**src/rtl/stm_pkg.sv**
```systemverilog
package stm_pkg;

    localparam logic [1:0] ADDR_CTL = 2'd0;
    localparam logic [1:0] ADDR_TXC = 2'd1;
    localparam logic [1:0] ADDR_TXD = 2'd2;

    localparam int CTL_CLR      = 0;
    localparam int CTL_SCAN     = 1;
    localparam int CTL_TIE      = 2;
    localparam int CTL_LINE_LSB = 8;
    localparam int CTL_RDY      = 15;
    localparam int TXC_DTRN     = 15;

    typedef enum logic [1:0] {
        SC_OFF,
        SC_HUNT,
        SC_OFFER,
        SC_GAP
    } scan_state_e;

    typedef enum logic {
        SH_IDLE,
        SH_SEND
    } shift_state_e;

    typedef enum logic {
        CL_RUN,
        CL_WIPE
    } clr_state_e;

endpackage

```
**src/rtl/stm_regs.sv**
```systemverilog
module stm_regs
    import stm_pkg::*;
#(
    parameter int NUM_LINES  = 4,
    parameter int DATA_W     = 8,
    parameter int CLR_CYCLES = 8,
    parameter int LINE_W     = 2
) (
    input  logic                 clk,
    input  logic                 rst_n,
    input  logic                 bus_sel,
    input  logic                 bus_we,
    input  logic [1:0]           bus_addr,
    input  logic [15:0]          bus_wdata,
    output logic [15:0]          bus_rdata,
    input  logic                 ready,
    input  logic [LINE_W-1:0]    ready_line,
    output logic                 wipe,
    output logic                 scan_en,
    output logic                 irq_en,
    output logic [NUM_LINES-1:0] line_en,
    output logic                 dtr_n,
    output logic                 load,
    output logic [DATA_W-1:0]    load_data
);

    localparam int CNT_W = (CLR_CYCLES > 1) ? $clog2(CLR_CYCLES) : 1;

    clr_state_e       cl_q, cl_d;
    logic [CNT_W-1:0] cnt_q, cnt_d;
    logic             wr_ctl, wr_txc, wr_txd, clr_req;

    assign wr_ctl  = bus_sel && bus_we && (bus_addr == ADDR_CTL) && !wipe;
    assign wr_txc  = bus_sel && bus_we && (bus_addr == ADDR_TXC) && !wipe;
    assign wr_txd  = bus_sel && bus_we && (bus_addr == ADDR_TXD) && !wipe;
    assign clr_req = wr_ctl && bus_wdata[CTL_CLR];

    // clear sequencer: state register
    always_ff @(posedge clk or negedge rst_n) begin
        if (!rst_n) begin
            cl_q  <= CL_RUN;
            cnt_q <= '0;
        end else begin
            cl_q  <= cl_d;
            cnt_q <= cnt_d;
        end
    end

    // clear sequencer: transitions
    always_comb begin
        cl_d  = cl_q;
        cnt_d = cnt_q;
        unique case (cl_q)
            CL_RUN: begin
                if (clr_req) begin
                    cl_d  = CL_WIPE;
                    cnt_d = CNT_W'(CLR_CYCLES - 1);
                end
            end
            CL_WIPE: begin
                if (cnt_q == '0) cl_d = CL_RUN;
                else             cnt_d = cnt_q - 1'b1;
            end
        endcase
    end

    assign wipe = (cl_q == CL_WIPE);

    // software-visible control state
    always_ff @(posedge clk or negedge rst_n) begin
        if (!rst_n) begin
            scan_en <= 1'b0;
            irq_en  <= 1'b0;
            line_en <= '0;
            dtr_n   <= 1'b1;
        end else if (wipe || clr_req) begin
            scan_en <= 1'b0;
            irq_en  <= 1'b0;
            line_en <= '0;
            dtr_n   <= 1'b1;
        end else begin
            if (wr_ctl) begin
                scan_en <= bus_wdata[CTL_SCAN];
                irq_en  <= bus_wdata[CTL_TIE];
            end
            if (wr_txc) begin
                line_en <= bus_wdata[NUM_LINES-1:0];
                dtr_n   <= bus_wdata[TXC_DTRN];
            end
        end
    end

    assign load      = wr_txd && ready;
    assign load_data = bus_wdata[DATA_W-1:0];

    // read mux
    always_comb begin
        bus_rdata = '0;
        case (bus_addr)
            ADDR_CTL: begin
                bus_rdata[CTL_CLR]  = wipe;
                bus_rdata[CTL_SCAN] = scan_en;
                bus_rdata[CTL_TIE]  = irq_en;
                bus_rdata[CTL_RDY]  = ready;
                bus_rdata[CTL_LINE_LSB +: LINE_W] = ready ? ready_line : '0;
            end
            ADDR_TXC: begin
                bus_rdata[NUM_LINES-1:0] = line_en;
                bus_rdata[TXC_DTRN]      = dtr_n;
            end
            default: bus_rdata = '0;
        endcase
    end

    // a running clear ends by itself
    a_r10_wipe_bounded: assert property (@(posedge clk) disable iff (!rst_n)
        (wipe && cnt_q == '0) |=> !wipe)
        else $error("clear did not end");

endmodule

```
**src/rtl/stm_scanner.sv**
```systemverilog
module stm_scanner
    import stm_pkg::*;
#(
    parameter int NUM_LINES = 4,
    parameter int LINE_W    = 2
) (
    input  logic                 clk,
    input  logic                 rst_n,
    input  logic                 wipe,
    input  logic                 scan_en,
    input  logic [NUM_LINES-1:0] line_en,
    input  logic [NUM_LINES-1:0] line_busy,
    input  logic                 load,
    output logic                 ready,
    output logic [LINE_W-1:0]    line
);

    scan_state_e       st_q, st_d;
    logic [LINE_W-1:0] ptr_q, ptr_d;
    logic              eligible;

    function automatic logic [LINE_W-1:0] step(input logic [LINE_W-1:0] p);
        if (p == LINE_W'(NUM_LINES - 1)) return '0;
        return p + 1'b1;
    endfunction

    assign eligible = line_en[ptr_q] && !line_busy[ptr_q];

    // state register
    always_ff @(posedge clk or negedge rst_n) begin
        if (!rst_n) begin
            st_q  <= SC_OFF;
            ptr_q <= '0;
        end else if (wipe) begin
            st_q  <= SC_OFF;
            ptr_q <= '0;
        end else begin
            st_q  <= st_d;
            ptr_q <= ptr_d;
        end
    end

    // transitions
    always_comb begin
        st_d  = st_q;
        ptr_d = ptr_q;
        unique case (st_q)
            SC_OFF: begin
                if (scan_en) st_d = SC_HUNT;
            end
            SC_HUNT: begin
                if (!scan_en)     st_d  = SC_OFF;
                else if (eligible) st_d = SC_OFFER;
                else              ptr_d = step(ptr_q);
            end
            SC_OFFER: begin
                if (!scan_en) begin
                    st_d = SC_OFF;
                end else if (load) begin
                    st_d  = SC_GAP;
                    ptr_d = step(ptr_q);
                end else if (!line_en[ptr_q]) begin
                    st_d  = SC_HUNT;
                    ptr_d = step(ptr_q);
                end
            end
            SC_GAP: begin
                st_d = scan_en ? SC_HUNT : SC_OFF;
            end
        endcase
    end

    // outputs
    always_comb begin
        ready = (st_q == SC_OFFER);
        line  = ptr_q;
    end

    a_r3_offer_idle_line: assert property (@(posedge clk) disable iff (!rst_n)
        ready |-> !line_busy[line])
        else $error("offered a busy line");

    a_r5_gap_after_load: assert property (@(posedge clk) disable iff (!rst_n)
        load |=> !ready)
        else $error("ready held after a load");

    a_r6_release_drops: assert property (@(posedge clk) disable iff (!rst_n)
        (ready && !line_en[line] && !load && !wipe) |=> !ready)
        else $error("released line still offered");

    a_r7_scan_off_quiet: assert property (@(posedge clk) disable iff (!rst_n)
        !scan_en |=> !ready)
        else $error("ready while scanning is off");

    a_r10_wipe_quiet: assert property (@(posedge clk) disable iff (!rst_n)
        wipe |=> !ready)
        else $error("ready during clear");

endmodule

```
**src/rtl/stm_shifter.sv**
```systemverilog
module stm_shifter
    import stm_pkg::*;
#(
    parameter int DATA_W  = 8,
    parameter int BIT_DIV = 4
) (
    input  logic              clk,
    input  logic              rst_n,
    input  logic              wipe,
    input  logic              load,
    input  logic [DATA_W-1:0] data,
    output logic              busy,
    output logic              txd
);

    localparam int FRAME = DATA_W + 2;
    localparam int BC_W  = $clog2(FRAME);
    localparam int DV_W  = (BIT_DIV > 1) ? $clog2(BIT_DIV) : 1;

    shift_state_e     st_q, st_d;
    logic [FRAME-1:0] sh_q, sh_d;
    logic [BC_W-1:0]  bit_q, bit_d;
    logic [DV_W-1:0]  div_q, div_d;

    // state register
    always_ff @(posedge clk or negedge rst_n) begin
        if (!rst_n) begin
            st_q  <= SH_IDLE;
            sh_q  <= '1;
            bit_q <= '0;
            div_q <= '0;
        end else if (wipe) begin
            st_q  <= SH_IDLE;
            sh_q  <= '1;
            bit_q <= '0;
            div_q <= '0;
        end else begin
            st_q  <= st_d;
            sh_q  <= sh_d;
            bit_q <= bit_d;
            div_q <= div_d;
        end
    end

    // transitions
    always_comb begin
        st_d  = st_q;
        sh_d  = sh_q;
        bit_d = bit_q;
        div_d = div_q;
        unique case (st_q)
            SH_IDLE: begin
                if (load) begin
                    st_d  = SH_SEND;
                    sh_d  = {1'b1, data, 1'b0};
                    bit_d = '0;
                    div_d = '0;
                end
            end
            SH_SEND: begin
                if (div_q == DV_W'(BIT_DIV - 1)) begin
                    div_d = '0;
                    sh_d  = {1'b1, sh_q[FRAME-1:1]};
                    bit_d = bit_q + 1'b1;
                    if (bit_q == BC_W'(FRAME - 1)) st_d = SH_IDLE;
                end else begin
                    div_d = div_q + 1'b1;
                end
            end
        endcase
    end

    // outputs
    always_comb begin
        busy = (st_q == SH_SEND);
        txd  = busy ? sh_q[0] : 1'b1;
    end

    a_r9_start_low: assert property (@(posedge clk) disable iff (!rst_n)
        $rose(busy) |-> !txd)
        else $error("frame did not open with a start bit");

    a_r9_load_starts: assert property (@(posedge clk) disable iff (!rst_n)
        (load && !wipe) |=> busy)
        else $error("load did not start a frame");

endmodule

```
**src/rtl/serial_tx_mux.sv**
```systemverilog
module serial_tx_mux
    import stm_pkg::*;
#(
    parameter int NUM_LINES  = 4,
    parameter int DATA_W     = 8,
    parameter int BIT_DIV    = 4,
    parameter int CLR_CYCLES = 8
) (
    input  logic                 clk,
    input  logic                 rst_n,
    input  logic                 bus_sel,
    input  logic                 bus_we,
    input  logic [1:0]           bus_addr,
    input  logic [15:0]          bus_wdata,
    output logic [15:0]          bus_rdata,
    output logic [NUM_LINES-1:0] ser_out,
    output logic                 tx_irq,
    output logic                 modem_dtr
);

    localparam int LINE_W = (NUM_LINES > 1) ? $clog2(NUM_LINES) : 1;

    logic                 wipe, scan_en, irq_en, dtr_n, load, ready;
    logic [NUM_LINES-1:0] line_en, line_busy;
    logic [LINE_W-1:0]    ready_line;
    logic [DATA_W-1:0]    load_data;

    stm_regs #(
        .NUM_LINES (NUM_LINES),
        .DATA_W    (DATA_W),
        .CLR_CYCLES(CLR_CYCLES),
        .LINE_W    (LINE_W)
    ) u_regs (
        .clk       (clk),
        .rst_n     (rst_n),
        .bus_sel   (bus_sel),
        .bus_we    (bus_we),
        .bus_addr  (bus_addr),
        .bus_wdata (bus_wdata),
        .bus_rdata (bus_rdata),
        .ready     (ready),
        .ready_line(ready_line),
        .wipe      (wipe),
        .scan_en   (scan_en),
        .irq_en    (irq_en),
        .line_en   (line_en),
        .dtr_n     (dtr_n),
        .load      (load),
        .load_data (load_data)
    );

    stm_scanner #(
        .NUM_LINES(NUM_LINES),
        .LINE_W   (LINE_W)
    ) u_scan (
        .clk      (clk),
        .rst_n    (rst_n),
        .wipe     (wipe),
        .scan_en  (scan_en),
        .line_en  (line_en),
        .line_busy(line_busy),
        .load     (load),
        .ready    (ready),
        .line     (ready_line)
    );

    for (genvar g = 0; g < NUM_LINES; g++) begin : g_line
        logic line_load;
        assign line_load = load && (ready_line == LINE_W'(g));

        stm_shifter #(
            .DATA_W (DATA_W),
            .BIT_DIV(BIT_DIV)
        ) u_shift (
            .clk  (clk),
            .rst_n(rst_n),
            .wipe (wipe),
            .load (line_load),
            .data (load_data),
            .busy (line_busy[g]),
            .txd  (ser_out[g])
        );
    end

    assign tx_irq    = ready && irq_en;
    assign modem_dtr = !dtr_n;

    // the interrupt needs a pending offer
    a_r8_irq_needs_offer: assert property (@(posedge clk) disable iff (!rst_n)
        tx_irq |-> (ready && !wipe))
        else $error("interrupt without an offered line");

endmodule

```
**config.mk**
```make
export PLATFORM = sky130hd
export DESIGN_NAME = serial_tx_mux
export DESIGN_NICKNAME = d
export VERILOG_FILES = /design/src/rtl/stm_pkg.sv /design/src/rtl/stm_regs.sv /design/src/rtl/stm_scanner.sv /design/src/rtl/stm_shifter.sv /design/src/rtl/serial_tx_mux.sv
export SDC_FILE = /design/constraint.sdc
export NUM_CORES = 1
export LEC_CHECK = 0
export ABC_CLOCK_PERIOD_IN_PS = 1640
export CAP_MARGIN = 20
export CORE_MARGIN = 8
export CORE_UTILIZATION = 52
export CTS_CLUSTER_DIAMETER = 100
export DETAILED_ROUTE_END_ITERATION = 12
export GPL_TIMING_DRIVEN = 1
export HOLD_SLACK_MARGIN = 0.05
export PLACE_DENSITY = 0.79
export SYNTH_ARGS = -nofsm -noshare
export SYNTH_HDL_FRONTEND = slang
export SYNTH_SLANG_ARGS = --single-unit
```
**constraint.sdc**
```tcl
create_clock -name clk -period 1.64 [get_ports clk]
set_input_delay 0.328 -clock clk [delete_from_list [all_inputs] [get_ports clk]]
set_output_delay 0.328 -clock clk [all_outputs]
set_load 0.1 [all_outputs]
```
==> results.yml, run 1 <==
status:
  outcome: "finished with violations"
  violations: "negative setup slack"
worst_setup_path:
  cp-start-kind: "flip-flop"
  critPathRequiredTime_ps: 1930
  rr_endpoint: "g_line[2].u_shift.sh_q[5]"
  crit_arrival_ps: 2070
  r2r_start: "u_regs.wipe"
  critPathMaxFanout: 8
  crit_path_end: "g_line[2].u_shift.sh_q[5]"
  worstRegToRegCells: 5
  cp-startpoint: "u_regs.wipe"
  cp_num_buf_inv: 1
  crit_cells: 5
  worst_path_max_delay_cell: "or3_4"
  critPathKind: "flip-flop to flip-flop"
  cp_top_family: "simple AND/OR/NAND/NOR gates"
  path_cells: "and4bb_1 -> buf_6 -> nand4_1 -> or3_4 -> o221a_4"
  crit_path_end_kind: "flip-flop"
  rrSetupSlack_ps: -140
  max_stage_delay_ps: 500
cts:
  cts.sinks: 79
  root_buffer: "clkbuf_8"
  htreeDepth: 3
  clockBufferDepth: 2
  tritoncts: "built"
  clk_latency_ps: 350
  cts_buffers: 9
  clk_pin_slew_worst_paths_ps: 80
synthesis:
  avgSynthCellArea_um2: 10.84
  ys_ff_latch: 79
  ys_top_cells_by_area: "dfrtp_1 24%, dfstp_2 22%, ha_1 5.1%"
  synth_cells: 406
  synth.largest_area_cell: "dfrtp_1"
  synth_top_area_share_pct: 23.88
  yosysSeqAreaShare_pct: 45.96
  yosys_warnings: 0
  ys_types: 53
  synth-main-ff-cell: "dfrtp_1"
  synth_area_mm2: 0.004402
  synth-edff-count: 0
  async_flop_share_pct: 100.0
global_route:
  grt_util_met3_pct: 4.045
  grt_pass1_wl_mm: 18.93
  gr-total-overflow: 0
  grt_util_met1_pct: 25.81
  grt_most_used_layer: "met2"
  grt.total_usage_pct: 20.25
  grt_pass1_vias: 3740
  antenna_found_initial: 0
  grt_start_max_net_pins: 42
  gr-usage-met2_pct: 33.52
route:
  drc_errors: 0
  drtIter0Drc: 161
  ant_nets: 0
  wl_per_cell_um: 20.02
  via_count: 3661
  via_per_inst: 6.163
  dr.pass1.iters: 4
  routed_wl_mm: 11.89
sta:
  fin_setup_tns_ps: -2904
  drv_slew: 0
  fin_ws_ps: -144.6
  whs_ps: 399.8
  setup_violations: 54
  rsz0062_at_grt: "yes"
  skew_ps: 9.881
  max_freq_mhz: 560.3
  period_minus_slack_ps: 1785
  hold_violations: 0
  min_period_over_period_pct: 108.8
floorplanning:
  die_h_um: 108.0
  initial_utilization_pct: 53.57
  num_io_pins: 44
  die_area_mm2: 0.01167
  fp.dieW_um: 108.0
  core_area_mm2: 0.008217
  rows: 33
hold_path:
  min_path_type: "primary input to async pin"
final_layout:
  multiInputGateArea_mm2: 0.002402
  layout_commonest_cell: "buf_4"
  area_growth_pct: 31.21
  register_area_mm2: 0.002026
  insertedDiodeCount: 0
  fill_cells: 555
  nets: 524
  layout_common_cells: "54 x buf_4, 40 x dfrtp_1, 37 x dfstp_2, 23 x nand2_1, 22 x nor2_1"
  drive_gt1_share_pct: 38.65
pwr:
  peakVddDrop_v: 0.0008080
  power_density_mw_per_mm2: 954.1
  leakagePower_nw: 2.481
  finalPower_mw: 5.510
placed_design:
  dp_hpwl_mm: 7.445
  numPortBuffers: 27
  post-place-ws_ps: -491.1
  gp_congestion: 0.8824
flow_run:
  max_cap_viol_count: 0
## worst min path at each step
| stage | to | slack (ps) | depth (start not counted) |
|---|---|---|---|
| 2_1_floorplan | g_line[0].u_shift.bit_q[0] | 30 | 0 |
| 3_3_place_gp | g_line[2].u_shift.bit_q[0] | 230 | 1 |
| 3_5_place_dp | g_line[2].u_shift.bit_q[0] | 230 | 1 |
| 4_1_cts | g_line[2].u_shift.bit_q[0] | 400 | 2 |
| 5_1_grt | g_line[2].u_shift.bit_q[0] | 420 | 2 |
| 6_report | g_line[2].u_shift.bit_q[0] | 400 | 2 |
## metal layers
layer / share of wire, % / routed length [µm]
met4: 2.6 / 313
met3: 4.6 / 545
met5: 0 / 0
met1: 42 / 4989
met2: 51 / 6040
## cell type report
cell class / instances / share of cell area [%]
timing repair buffer: 97 / 17.40
multi-input combinational: 287 / 41.59
clock inverter: 5 / 0.5633
tap: 105 / 2.275
sequential: 79 / 35.07
clock buffer: 11 / 2.448
inverter: 10 / 0.6499
## registers in the layout (all words and copies together) (netlist names)
register	flops
g_line.u_shift.sh_q	36
u_regs.cnt_q	3
g_line.u_shift.bit_q	16
u_scan.st_q	2
u_regs.line_en	4
u_regs.irq_en	1
u_regs.scan_en	1
u_scan.line	2
g_line.u_shift.div_q	8
u_regs.dtr_n	1
g_line.u_shift.busy	4
u_regs.wipe	1
## logic make-up (layout without fill, tap and decap cells)
family                   count (synthesis)  in the layout  synth area share [%]
AO/OA/AOI/OAI                           97             97                 18.48
XOR/XNOR                                11             11                 2.189
flip-flops                              79             79                 45.96
adder cells (fa/ha/maj)                 18             18                 5.117
multiplexers                            16             16                 4.292
AND/OR/NAND/NOR                        136            136                 17.79
buffers and inverters                   48            123                 6.083
other                                    1              9               0.08519
## timing repair
| action | in CTS | in global routing |
|---|---|---|
| endpoints found under the setup margin | 43 | 72 |
| resized for setup | 28 | 36 |
| buffers inserted | 10 | 13 |
| endpoints found under the hold margin | 10 | 0 |
| cloned | 0 | 0 |
| hold buffers | 1 | 0 |
| pin swaps | 14 | 30 |
## stage by stage
stage	std cells	util [%]	instance area [µm²]
finish	594	70.29	5776
global route	594	70.29	5776
CTS	584	67.41	5539
detailed placement	557	62.77	5157
global placement	557	62.77	5157
floorplan	414	-	4488
## report_power, final
| group | switching, mW | internal (mW) |
|---|---|---|
| combinational | 1.21 | 0.783 |
| clock | 0.724 | 0.590 |
| sequential | 0.114 | 2.08 |
| total | 2.05 | 3.46 |
## cell usage after synthesis, drive strengths merged, types with 5 or more instances
cell type and instances:
dfrtp 42, dfstp 37, nor2 29, buf 23
nand2 23, o221a 21, ha 18, o32a 18
nor3 17, clkbuf 15, a21oi 14, nand3b 14
mux2i 11, inv 10, or3 10, nand2b 9
nand4 9, a22oi 8, o21ai 8, xor2 7
a31oi 6, nand4b 6, o21a 5
Note: power is estimated with default switching activity, not from simulation.
==> run 2: changes to the inputs <==
- CTS_CLUSTER_DIAMETER: 100 -> 200
- PLACE_DENSITY: 0.79 -> 0.78
- SYNTH_HIERARCHICAL: default -> 1
- TNS_END_PERCENT: default -> 30
==> results.yml, run 2 <==
status:
  outcome: "finished with violations"
  violations: "negative setup slack"
final_layout:
  largest_reg_flops: 36
  drive_gt1_share_pct: 50.00
  top_regs: "g_line.u_shift/sh_q: 36 flops, g_line.u_shift/bit_q: 16 flops, g_line.u_shift/div_q: 8 flops"
  nets: 500
  multiInputGateArea_mm2: 0.002595
  regMostFlops: "g_line.u_shift/sh_q"
  stdcell_area_mm2: 0.006075
  register_area_mm2: 0.002026
  stdcell_count: 576
  fill_cells: 591
  insertedDiodeCount: 0
  area_growth_pct: 29.92
  layout_commonest_cell: "dfrtp_1"
  utilization_pct: 69.66
  layout_common_cells: "40 x dfrtp_1, 38 x buf_4, 37 x dfstp_2, 23 x o221a_2"
global_route:
  grt.total_usage_pct: 18.18
  antenna_found_initial: 0
  grt_util_met1_pct: 21.27
  grt_util_met3_pct: 3.247
  grt_start_max_net_pins: 30
  gr-total-overflow: 0
  gr-usage-met2_pct: 32.00
  grt_pass1_wl_mm: 18.46
  grt_pass1_vias: 3619
  grt_most_used_layer: "met2"
sta:
  setup_violations: 69
  fin_ws_ps: -326.6
  max_freq_mhz: 508.5
  fin_setup_tns_ps: -12580
  hold_violations: 0
  period_minus_slack_ps: 1967
  rsz0062_at_grt: "yes"
  whs_ps: 406.5
  skew_ps: 10.44
  min_period_over_period_pct: 119.9
  drv_slew: 0
worst_setup_path:
  cp-start-kind: "flip-flop"
  rr_endpoint: "g_line[3].u_shift/sh_q[1]"
  cp_num_buf_inv: 2
  crit_path_end_kind: "flip-flop"
  critPathKind: "flip-flop to flip-flop"
  r2r_start: "u_scan/st_q[0]"
  worstRegToRegCells: 9
  rrSetupSlack_ps: -330
  critPathRequiredTime_ps: 1930
  path_cells: "nor2b_4 -> nand2b_4 -> nor4_4 -> buf_4 -> buf_4 -> and3_4 -> nor3b_4 -> or2b_1 -> o221a_2"
  cp_top_family: "simple AND/OR/NAND/NOR gates"
  critPathMaxFanout: 6
  critPathMostFrequentCell: "buf_4"
  max_stage_delay_ps: 420
  crit_arrival_ps: 2250
  worst_path_max_delay_cell: "dfrtp_1"
synthesis:
  synth.largest_area_cell: "dfrtp_1"
  synth_top_area_share_pct: 22.48
  yosys.area_share.simple_pct: 24.14
  synth-xor-area-share_pct: 0.1873
  synth_mux_area_share_pct: 5.860
  ys_top_cells_by_area: "dfrtp_1 22%, dfstp_2 21%, o221a_2 5.8%"
  synth-main-ff-cell: "dfrtp_1"
  ys_ff_latch: 79
  synth_compound_area_share_pct: 14.32
  ys_types: 59
  async_flop_share_pct: 100.0
  synth_cells: 391
  netlist_top_cells_count: "42 x dfrtp_1, 37 x dfstp_2, 24 x nand2b_1, 24 x o221a_2, 19 x buf_4"
  yosysSeqAreaShare_pct: 43.27
  yosys_warnings: 6
  synth_area_mm2: 0.004676
  synth_top_family_by_area: "simple AND/OR/NAND/NOR gates"
  avgSynthCellArea_um2: 11.96
  synthAdderAreaFrac_pct: 4.014
  yosysMostFrequentCell: "dfrtp_1"
  synth-edff-count: 0
pwr:
  clkPwrFrac_pct: 27.4
  switching_share_pct: 33.49
  leakagePower_nw: 2.612
  peakVddDrop_v: 0.0006177
  switching_power_mw: 1.880
  p_int_mw: 3.734
  finalPower_mw: 5.615
  seqPwrFrac_pct: 39.7
  p_comb_share_pct: 32.9
  power_density_mw_per_mm2: 924.3
floorplanning:
  die_h_um: 110.8
  fp.dieW_um: 110.8
  rows: 34
  num_io_pins: 44
  die_area_mm2: 0.01228
  initial_utilization_pct: 53.62
  core_area_mm2: 0.008721
placed_design:
  placed_cell_area_mm2: 0.005431
  gp_congestion: 0.8027
  dp_hpwl_mm: 7.305
  numPortBuffers: 27
  dp.cells: 547
  post-place-ws_ps: -737.3
cts:
  tritoncts: "built"
  cts_buffers: 9
  htreeDepth: 3
  cts.sinks: 79
  clockBufferDepth: 2
  root_buffer: "clkbuf_8"
  clk_pin_slew_worst_paths_ps: 100
  clk_latency_ps: 360
route:
  dr.pass1.iters: 4
  ant_nets: 0
  via_count: 3434
  routed_wl_mm: 11.33
  wl_per_cell_um: 19.67
  via_per_inst: 5.962
  drtIter0Drc: 167
  drc_errors: 0
hold_path:
  min_path_type: "primary input to async pin"
flow_run:
  max_cap_viol_count: 0
run 2: cell count changes in the layout (fill, tap and decap cells not counted), sizes merged, moves of 10 or more:
cell	delta
nand2	-12
or2b	+12
o32a	-18
nor3	-16
buf	-10
nand2b	+15
run 2: kinds of logic after synthesis:
| family | after synthesis |
|---|---|
| and+or+nand+nor | 150 |
| DFF | 79 |
| AOI/OAI and AO/OA | 72 |
| buffers and inverters | 50 |
| muxes | 23 |
| adders and majority gates | 15 |
| other | 1 |
| xor gates and xnor gates | 1 |
run 2: what timing repair did:
action | in CTS | in global routing
endpoints found under the setup margin | 78 | 78
gates cloned | 2 | 0
hold endpoints to repair | 14 | 0
gates resized for setup | 38 | 26
pin swaps | 13 | 14
hold buffers | 1 | 0
buffers inserted | 7 | 5
run 2: routing by layer:
metal	up-vias	part of all wire, %
met1	1747	41
met4	0	2.9
li1	1576	-
met2	87	52
met5	-	0
met3	24	4.0
run 2: how the worst max path moves through the flow:
| stage | startpoint | to | slack [ps] | cells past startpoint |
|---|---|---|---|---|
| after floorplan | u_scan/st_q[0] | g_line[0].u_shift/sh_q[3] | -350 | 7 |
| after global placement | bus_sel | g_line[0].u_shift/sh_q[1] | -700 | 7 |
| after detailed placement | bus_we | g_line[0].u_shift/sh_q[5] | -740 | 7 |
| after CTS | u_scan/st_q[0] | g_line[0].u_shift/sh_q[5] | -260 | 8 |
| after global routing | u_scan/st_q[0] | g_line[3].u_shift/sh_q[1] | -420 | 9 |
| final | u_scan/st_q[0] | g_line[3].u_shift/sh_q[1] | -330 | 9 |
run 2: cell type report:
type / instances / area share [%]
well taps: 108 / 2.225
inverters: 14 / 0.8651
clock inverters: 7 / 1.380
clock buffers: 9 / 2.039
multi-input cells: 270 / 42.72
repair buffers: 89 / 17.43
flip-flops and latches: 79 / 33.35
run 2: power by group through the flow:
stage          logic, mW  clock network (mW)  registers (mW)
5_1_grt             1.95                1.65            2.25
3_5_place_dp        1.52                   0            2.25
2_1_floorplan      0.974                   0            2.27
6_report            1.84                1.54            2.23
3_3_place_gp        1.46                   0            2.24
4_1_cts             1.79                1.57            2.22
